[config.mk]
export PLATFORM = sky130hd
export DESIGN_NAME = waitstate_gen
export DESIGN_NICKNAME = d
export VERILOG_FILES = /design/src/rtl/wsg_pkg.sv /design/src/rtl/wsg_rst_sync.sv /design/src/rtl/wsg_ctrl_reg.sv /design/src/rtl/wsg_region_table.sv /design/src/rtl/wsg_cost_calc.sv /design/src/rtl/wsg_stall_ctr.sv /design/src/rtl/waitstate_gen.sv
export SDC_FILE = /design/constraint.sdc
export NUM_CORES = 1
export LEC_CHECK = 0
export ABC_CLOCK_PERIOD_IN_PS = 6000
export BUFFER_PORTS_ARGS = -buffer_cell sky130_fd_sc_hd__buf_4
export CAP_MARGIN = 40
export CORE_MARGIN = 8
export CORE_UTILIZATION = 35
export CTS_CLUSTER_SIZE = 8
export DETAILED_ROUTE_END_ITERATION = 6
export PLACE_DENSITY = 0.58
export SLEW_MARGIN = 20
export SYNTH_ARGS = -nofsm -noshare
export SYNTH_HDL_FRONTEND = slang
export SYNTH_SLANG_ARGS = --single-unit
export TNS_END_PERCENT = 10
[constraint.sdc]
create_clock -name clk -period 6 [get_ports clk]
set_input_delay 0.9 -clock clk [delete_from_list [all_inputs] [get_ports clk]]
set_output_delay 0.9 -clock clk [all_outputs]
set_load 0.02 [all_outputs]
[src/rtl/wsg_pkg.sv]
package wsg_pkg;

  localparam int REGION_BITS   = 4;
  localparam int NUM_REGIONS   = 1 << REGION_BITS;
  localparam int NUM_WINDOWS   = 3;
  localparam int WAIT_W        = 4;
  localparam int MAX_HALF_WAIT = 8;
  localparam int MAX_COST      = 2 * MAX_HALF_WAIT + 1;
  localparam int COST_W        = $clog2(MAX_COST + 1);
  localparam int CFG_W         = 16;

  localparam int RG_EXT_RAM    = 2;
  localparam int RG_ROM_FIRST  = 8;
  localparam int RG_SAVE       = 14;
  localparam int EXT_RAM_WAIT  = 2;

  typedef logic [WAIT_W-1:0] wait_t;

  typedef struct packed {
    logic [1:0] ns_code;
    logic       sq_sel;
  } window_cfg_t;

  typedef struct packed {
    window_cfg_t [NUM_WINDOWS-1:0] win;
    logic [1:0]                    save_code;
    logic                          prefetch;
  } wait_cfg_t;

  typedef struct packed {
    wait_t ns;
    wait_t sq;
  } region_wait_t;

  // Non-sequential code to cycle count
  function automatic wait_t ns_code_wait(input logic [1:0] code);
    case (code)
      2'd0:    return wait_t'(4);
      2'd1:    return wait_t'(3);
      2'd2:    return wait_t'(2);
      default: return wait_t'(8);
    endcase
  endfunction

  // Sequential select: 1 -> one cycle, 0 -> 2, 4 or 8 by window
  function automatic wait_t seq_sel_wait(input logic [1:0] win, input logic sel);
    if (sel) return wait_t'(1);
    return wait_t'(2 << win);
  endfunction

  function automatic region_wait_t region_entry(input int idx, input wait_cfg_t cfg);
    region_wait_t e;
    logic [1:0]   w;
    e.ns = '0;
    e.sq = '0;
    w    = 2'((idx - RG_ROM_FIRST) >> 1);
    if (idx == RG_EXT_RAM) begin
      e.ns = wait_t'(EXT_RAM_WAIT);
      e.sq = wait_t'(EXT_RAM_WAIT);
    end else if (idx >= RG_ROM_FIRST && idx < RG_SAVE) begin
      e.ns = ns_code_wait(cfg.win[w].ns_code);
      e.sq = seq_sel_wait(w, cfg.win[w].sq_sel);
    end else if (idx == RG_SAVE) begin
      e.ns = ns_code_wait(cfg.save_code);
      e.sq = ns_code_wait(cfg.save_code);
    end
    return e;
  endfunction

endpackage

[src/rtl/wsg_rst_sync.sv]
module wsg_rst_sync #(
  parameter int STAGES = 2
) (
  input  logic clk,
  input  logic rst_n,
  output logic rst_n_sync
);

  logic [STAGES-1:0] sync_q;

  always_ff @(posedge clk or negedge rst_n) begin
    if (!rst_n) sync_q <= '0;
    else        sync_q <= {sync_q[STAGES-2:0], 1'b1};
  end

  assign rst_n_sync = sync_q[STAGES-1];

endmodule

[src/rtl/wsg_ctrl_reg.sv]
module wsg_ctrl_reg
  import wsg_pkg::*;
(
  input  logic             clk,
  input  logic             rst_n,
  input  logic             wr_en,
  input  logic [CFG_W-1:0] wr_data,
  output wait_cfg_t        cfg
);

  wait_cfg_t cfg_q, cfg_d, wr_fields;
  logic      unused_wr_bits;

  // Field unpacking of the software control word
  always_comb begin
    wr_fields.save_code      = wr_data[1:0];
    wr_fields.win[0].ns_code = wr_data[3:2];
    wr_fields.win[0].sq_sel  = wr_data[4];
    wr_fields.win[1].ns_code = wr_data[6:5];
    wr_fields.win[1].sq_sel  = wr_data[7];
    wr_fields.win[2].ns_code = wr_data[9:8];
    wr_fields.win[2].sq_sel  = wr_data[10];
    wr_fields.prefetch       = wr_data[14];
  end

  assign unused_wr_bits = ^{wr_data[15], wr_data[13:11]};

  always_comb begin
    cfg_d = cfg_q;
    if (wr_en) cfg_d = wr_fields;
  end

  always_ff @(posedge clk or negedge rst_n) begin
    if (!rst_n)     cfg_q <= '0;
    else if (wr_en) cfg_q <= cfg_d;
  end

  assign cfg = cfg_q;

endmodule

[src/rtl/wsg_region_table.sv]
module wsg_region_table
  import wsg_pkg::*;
(
  input  wait_cfg_t              cfg,
  input  logic [REGION_BITS-1:0] region,
  output region_wait_t           sel
);

  region_wait_t entries [NUM_REGIONS];

  for (genvar g = 0; g < NUM_REGIONS; g++) begin : g_region
    assign entries[g] = region_entry(g, cfg);
  end

  assign sel = entries[region];

endmodule

[src/rtl/wsg_cost_calc.sv]
module wsg_cost_calc
  import wsg_pkg::*;
(
  input  region_wait_t      rw,
  input  logic              wide,
  input  logic              seq,
  output logic [COST_W-1:0] cost
);

  logic [COST_W-1:0] ns_x, sq_x, first_half;

  always_comb begin
    ns_x       = COST_W'(rw.ns);
    sq_x       = COST_W'(rw.sq);
    first_half = seq ? sq_x : ns_x;
    if (wide) cost = first_half + sq_x + COST_W'(1);
    else      cost = first_half;
  end

endmodule

[src/rtl/wsg_stall_ctr.sv]
module wsg_stall_ctr #(
  parameter int CNT_W = 5
) (
  input  logic             clk,
  input  logic             rst_n,
  input  logic             req,
  input  logic [CNT_W-1:0] cost,
  output logic             ready,
  output logic [CNT_W-1:0] cnt
);

  logic [CNT_W-1:0] cnt_q, cnt_d;
  logic             idle, load, cnt_en;

  always_comb begin
    idle   = (cnt_q == '0);
    load   = req && idle && (cost != '0);
    cnt_en = load || !idle;
    cnt_d  = cnt_q;
    if (load)       cnt_d = cost - CNT_W'(1);
    else if (!idle) cnt_d = cnt_q - CNT_W'(1);
  end

  always_ff @(posedge clk or negedge rst_n) begin
    if (!rst_n)      cnt_q <= '0;
    else if (cnt_en) cnt_q <= cnt_d;
  end

  assign ready = idle && !load;
  assign cnt   = cnt_q;

endmodule

[src/rtl/waitstate_gen.sv]
module waitstate_gen
  import wsg_pkg::*;
#(
  parameter int ADDR_W = 28
) (
  input  logic              clk,
  input  logic              rst_n,
  input  logic              cfg_we,
  input  logic [CFG_W-1:0]  cfg_wdata,
  input  logic              req,
  input  logic [ADDR_W-1:0] addr,
  input  logic              wide,
  input  logic              seq,
  output logic              ready,
  output logic [COST_W-1:0] wait_cnt,
  output logic              prefetch_en
);

  localparam int OFFSET_W = ADDR_W - REGION_BITS;

  logic                   rst_n_sync;
  wait_cfg_t              cfg;
  logic [REGION_BITS-1:0] region;
  region_wait_t           rw;
  logic [COST_W-1:0]      cost;
  logic                   unused_offset;

  assign region        = addr[ADDR_W-1 -: REGION_BITS];
  assign unused_offset = ^addr[OFFSET_W-1:0];

  wsg_rst_sync #(.STAGES(2)) u_rst (
    .clk        (clk),
    .rst_n      (rst_n),
    .rst_n_sync (rst_n_sync)
  );

  wsg_ctrl_reg u_ctrl (
    .clk     (clk),
    .rst_n   (rst_n_sync),
    .wr_en   (cfg_we),
    .wr_data (cfg_wdata),
    .cfg     (cfg)
  );

  wsg_region_table u_table (
    .cfg    (cfg),
    .region (region),
    .sel    (rw)
  );

  wsg_cost_calc u_cost (
    .rw   (rw),
    .wide (wide),
    .seq  (seq),
    .cost (cost)
  );

  wsg_stall_ctr #(.CNT_W(COST_W)) u_ctr (
    .clk   (clk),
    .rst_n (rst_n_sync),
    .req   (req),
    .cost  (cost),
    .ready (ready),
    .cnt   (wait_cnt)
  );

  assign prefetch_en = cfg.prefetch;

endmodule

======== Word-level counts from Yosys, hierarchy flattened ========
Cells that the tools add are included.
Widths: inputs -> output; s select.
storage, ports and cells
  register bits after elaboration ......... 19
  input bits .............................. 50
  output and inout bits ................... 7
  word-level logic and storage cells ...... 58
operators by class
  add/sub/neg operators ................... 4
  $lt $le $gt $ge ......................... 1
  equality and inequality tests ........... 9
  multiplexer cells ....................... 20
  bitwise logic cells ..................... 1
  reduce and logical (&&, ||, !) cells .... 13
operators by type and width
  operator             count
  $pmux 4 s3           4
  $bmux 8 s4           1
  $mux 4               7
  $mux 8               2
  $mux 5               3
  $sub 5x1->5 const B  2
  $eq 2x1->1 const B   4
  $eq 2x2->1 const B   4
  $logic_not 2->1      4
  $add 5x1->5 const B  1
  $add 5x4->5          1
  $ge 5x5->1 const B   1
  $logic_not 5->1      1
  $not 4->5            1
  $reduce_bool 5->1    1
  $logic_and 1x1->1    3
  $mux 1               3
  $logic_not 1->1      2
  $ne 2x2->1 const B   1
  $reduce_and 2->1     1
  $logic_or 1x1->1     1

======== Longest topological paths before layout ========
  word-level depth ........................ 13
  mapped depth ............................ 16
  depth with buffers taken out ............ 16

======== By module ========
From an unflattened synthesis, not the netlist that was laid out.
unflattened totals
  cells, all modules ...................... 151
  area total of the unflattened synthesis .. 1,591.5 µm²
modules (own cells, without submodules)
  module            times used  cells each  area each (µm²)  seq. area each (µm²)
  wsg_ctrl_reg      1           25          484.2            300.3
  wsg_region_table  1           55          425.4            0.0
  wsg_stall_ctr     1           38          369.1            125.1
  wsg_cost_calc     1           30          259.0            0.0
  wsg_rst_sync      1           3           53.8             50.0

======== Worst setup path before layout ========
No wires, ideal clock.
  kind .................................... input to output
  start point ............................. input addr[25]
  end point ............................... output ready
  data arrival time ....................... 3.245 ns
  required time ........................... 5.100 ns
  setup slack ............................. 1.855 ns
  stages .................................. 12
  buffers on the path ..................... 1
  path through ............................ buf_2 -> nor2b_1 -> o21a_1 -> or2_2 -> mux2i_1 -> nand2_1 -> ha_1 -> inv_1 -> fa_1 -> nor2_1 -> and3b_1 -> o31ai_4
between the ends
  word-level cells in the longest chain between the ends .. 12
RTL lines
  element                                      line                    text
  start, declared                              waitstate_gen.sv:11     input logic [ADDR_W-1:0] addr,
  $not 4->5 (not written as such) *            wsg_region_table.sv:15  assign sel = entries[region];
  $bmux 8 s4 *                                 wsg_region_table.sv:15
  $mux 8 (not written as such) * (2 in a row)  wsg_region_table.sv:15
  $mux 4                                       wsg_cost_calc.sv:15     first_half = seq ? sq_x : ns_x;
  $add 5x4->5                                  wsg_cost_calc.sv:16     if (wide) cost = first_half + sq_x + COST_W'(1);
  $add 5x1->5                                  wsg_cost_calc.sv:16
  $mux 5 *                                     wsg_cost_calc.sv:16
  $reduce_bool 5->1 *                          wsg_stall_ctr.sv:17     load = req && idle && (cost != '0);
  $logic_and 1x1->1 *                          wsg_stall_ctr.sv:17
  $logic_not 1->1 *                            wsg_stall_ctr.sv:29     assign ready = idle && !load;
  $logic_and 1x1->1 *                          wsg_stall_ctr.sv:29
  end, declared                                waitstate_gen.sv:14     output logic ready,
Mark *: on every way between the ends. The rest lies on a longest branch, timed or not. The select of a mux whose other input is x is not followed.

======== Worst setup path after layout ========
Same ends and word-level chain as after synthesis.

==> impl_metrics.tcl <==
set metrics [dict create \
    synth_area_leaders "dfrtp_1, ha_1, o21ai_0, nand2_1, inv_1" \
    cts_buffers 3 \
    final_area_mm2 0.00187 \
    globalRouteOverflowTotal 0 \
    grt_max_degree 21 \
    gp_congestion 0.834 \
    synth.distinct_cells 50 \
    dpl_cell_area_mm2 0.00183 \
    synth_top_area_share_pct 30.2 \
    cts_tree "done" \
    setup_viol 0 \
    power_leakage_nw 0.917 \
    comb_power_share_pct 43.1 \
    synth_cells 177 \
    vias 1340 \
    regToRegSetupSlack_ns 2.74 \
    timing.fmax_mhz 210 \
    topRoutingLayerUsed "met4" \
    drc 0 \
    grt_pass1_vias 1377 \
    p_clk_share_pct 18.9 \
    rsz0062_at_grt "false" \
    synth_edf_count 0 \
    syn_area_mm2 0.00158 \
    avgSynthCellArea_um2 8.91 \
    die_x_um 83.1 \
    die_y_um 83.1 \
    fp-row-count 24 \
    layout_common_cells "buf_4, dfrtp_1, nand2_1, o21ai_0, ha_1" \
    worstPathArrival_ns 3.86 \
    cp-startpoint "addr[25]" \
    ys.flop_type "dfrtp_1" \
    switchingPower_mw 0.174 \
    antenna_cells 0 \
    start_util_pct 36.2 \
    worst_pin_slew_ns 0.696 \
    clkTransAtPathRegs_ns 0.07 \
    layout-drive-gt1-share_pct 21.2 \
    switching_share_pct 37.6 \
    postCtsSetupRepairBufs 0 \
    synthToLayoutAreaGrowth_pct 18.7 \
    ctsHtreeMaxLevel 1 \
    async_reset_ff_share_pct 100 \
    cts_resized 0 \
    avgViaCountPerCell 5.25 \
    power_frac_seq_pct 38.0 \
    max_cap_violations 0 \
    synth_seq_cells 19 \
    hold_class "reg2async" \
    wire_per_inst_um 14.0 \
    path_class "in2out" \
    dr.pass1.iters 4 \
    detailed_place_hpwl_mm 2.91 \
    core_mm2 0.00435 \
    placement.io_buffers 28 \
    final_max_slew_viol_count 0 \
    hold_viol 0 \
    min_period_over_period_pct 79.3 \
    ant_nets 0 \
    critPathRequiredTime_ns 5.10 \
    ys.warnings.count 0 \
    ys_seq_area_share_pct 30.2 \
    io_pins 57 \
    clkLatencyLatePin_ns 0.25 \
    cts_root_buf "clkbuf_8" \
    cts_sinks 19 \
    met3WireLength_um 89 \
    p_per_area_mw_per_mm2 247 \
    hold_ws_ns 0.291 \
    status "complete, no violations" \
    reg2reg_from "u_ctrl.cfg[1]" \
    antenna_found_initial 0 \
    wl_met1_mm 1.85 \
    drt_iter0_markers 86 \
    syn_nets 244 \
    nets 271 \
    endpoint_kind "output port" \
    grt_pass1_wl_mm 6.27 \
    slew_headroom_pct 53.6 \
    critPathLaunchType "input pin" \
    min_period_ns 4.76 \
    hold_buffers 0 \
    path_max_fanout 12 \
    fin_tns_setup_ns 0 \
    intPower_mw 0.289 \
    place_ws_ns 1.28 \
    yosys.area.top_type "dfrtp_1" \
    peakVddDrop_mv 0.147 \
    layout_commonest_cell "buf_4" \
    wl_met2_mm 1.59 \
    finClkSkew_ns 0.00184 \
    grt_usage_pct 10.4 \
    wirelength_mm 3.57 \
    die-area_mm2 0.00691 \
    fin_ws_ns 1.24 \
    clockBufferDepth 2 \
]
synthesized netlist by cell type (all sizes together) (2+ instances only):
library cell	count
buf	3
a21o	2
nand3	5
nand2	18
clkbuf	3
mux2i	4
mux2	4
a21oi	5
o21ai	17
nor2b	5
a31oi	3
nand3b	2
or2	2
inv	16
o31ai	2
a221oi	2
and3	4
and3b	2
ha	16
dfrtp	19
o2111ai	2
nor3	4
o21a	2
xnor2	2
nor2	6
nand2b	5
and2	2
worst paths after layout:
kind,to,cells past startpoint
worst max-delay path,ready,15
worst min-delay path,u_ctrl.cfg[11],0
worst max register to register,u_ctr.cnt[1],14
worst min register to register,u_ctrl.cfg[11],0
max in group asynchronous,u_ctrl.cfg[8],0
min in group clk,u_rst.sync_q[1],0
cells by family after synthesis:
kind of cell	after synthesis	synth area share [%]
compound gates	46	21.3
fa+ha+maj	17	14.0
mux	9	6.83
xor+xnor	3	1.67
flops	19	30.2
simple gates	60	20.4
buf+inv	22	5.48
other cells	1	0.238
registers in the layout, indices dropped and copies added (netlist names):
register / count
u_ctrl.cfg: 12
u_ctr.cnt: 5
u_rst.sync_q: 2
power by group through the flow:
stage          clock network, mW  logic (mW)  registers, mW
2_1_floorplan                  0       0.118          0.192
3_3_place_gp                   0       0.200          0.178
3_5_place_dp                   0       0.200          0.179
4_1_cts                   0.0909       0.202          0.176
5_1_grt                   0.0971       0.225          0.180
6_report                  0.0875       0.200          0.176
critical path, stage by stage:
cell       delay, ns
buf_4           0.16
nor2b_1         0.17
a221oi_1        0.42
or2_2           0.20
mux2i_1         0.06
nand2_1         0.07
ha_1            0.15
inv_1           0.05
fa_1            0.40
xnor2_1         0.17
nor2_1          0.07
a221oi_1        0.26
o2111ai_1       0.21
o31ai_4         0.33
buf_4           0.21
routing by layer:
| layer | vias up | GRT usage (%) |
|---|---|---|
| li1 | 684 | - |
| met1 | 631 | 14.0 |
| met2 | 23 | 16.8 |
| met3 | 2 | 0.781 |
| met4 | 0 | 3.67 |
| met5 | - | 0 |
final cells by class:
class,instances,area (um2)
sequential,19,475
tap,52,65.1
clock buffer,4,45.0
timing repair buffer,28,210
inverter,16,60.1
multi-input combinational,136,1010
fill,452,2480
per-stage QoR:
step | total power [mW] | utilization, % | instances
final | 0.463 | 43.0 | 255
after global routing | 0.502 | 43.0 | 255
after CTS | 0.469 | 43.0 | 255
after detailed placement | 0.379 | 41.9 | 251
after global placement | 0.378 | 41.9 | 251
after floorplan | 0.311 | - | 177
(Power assumes the default switching activity.)
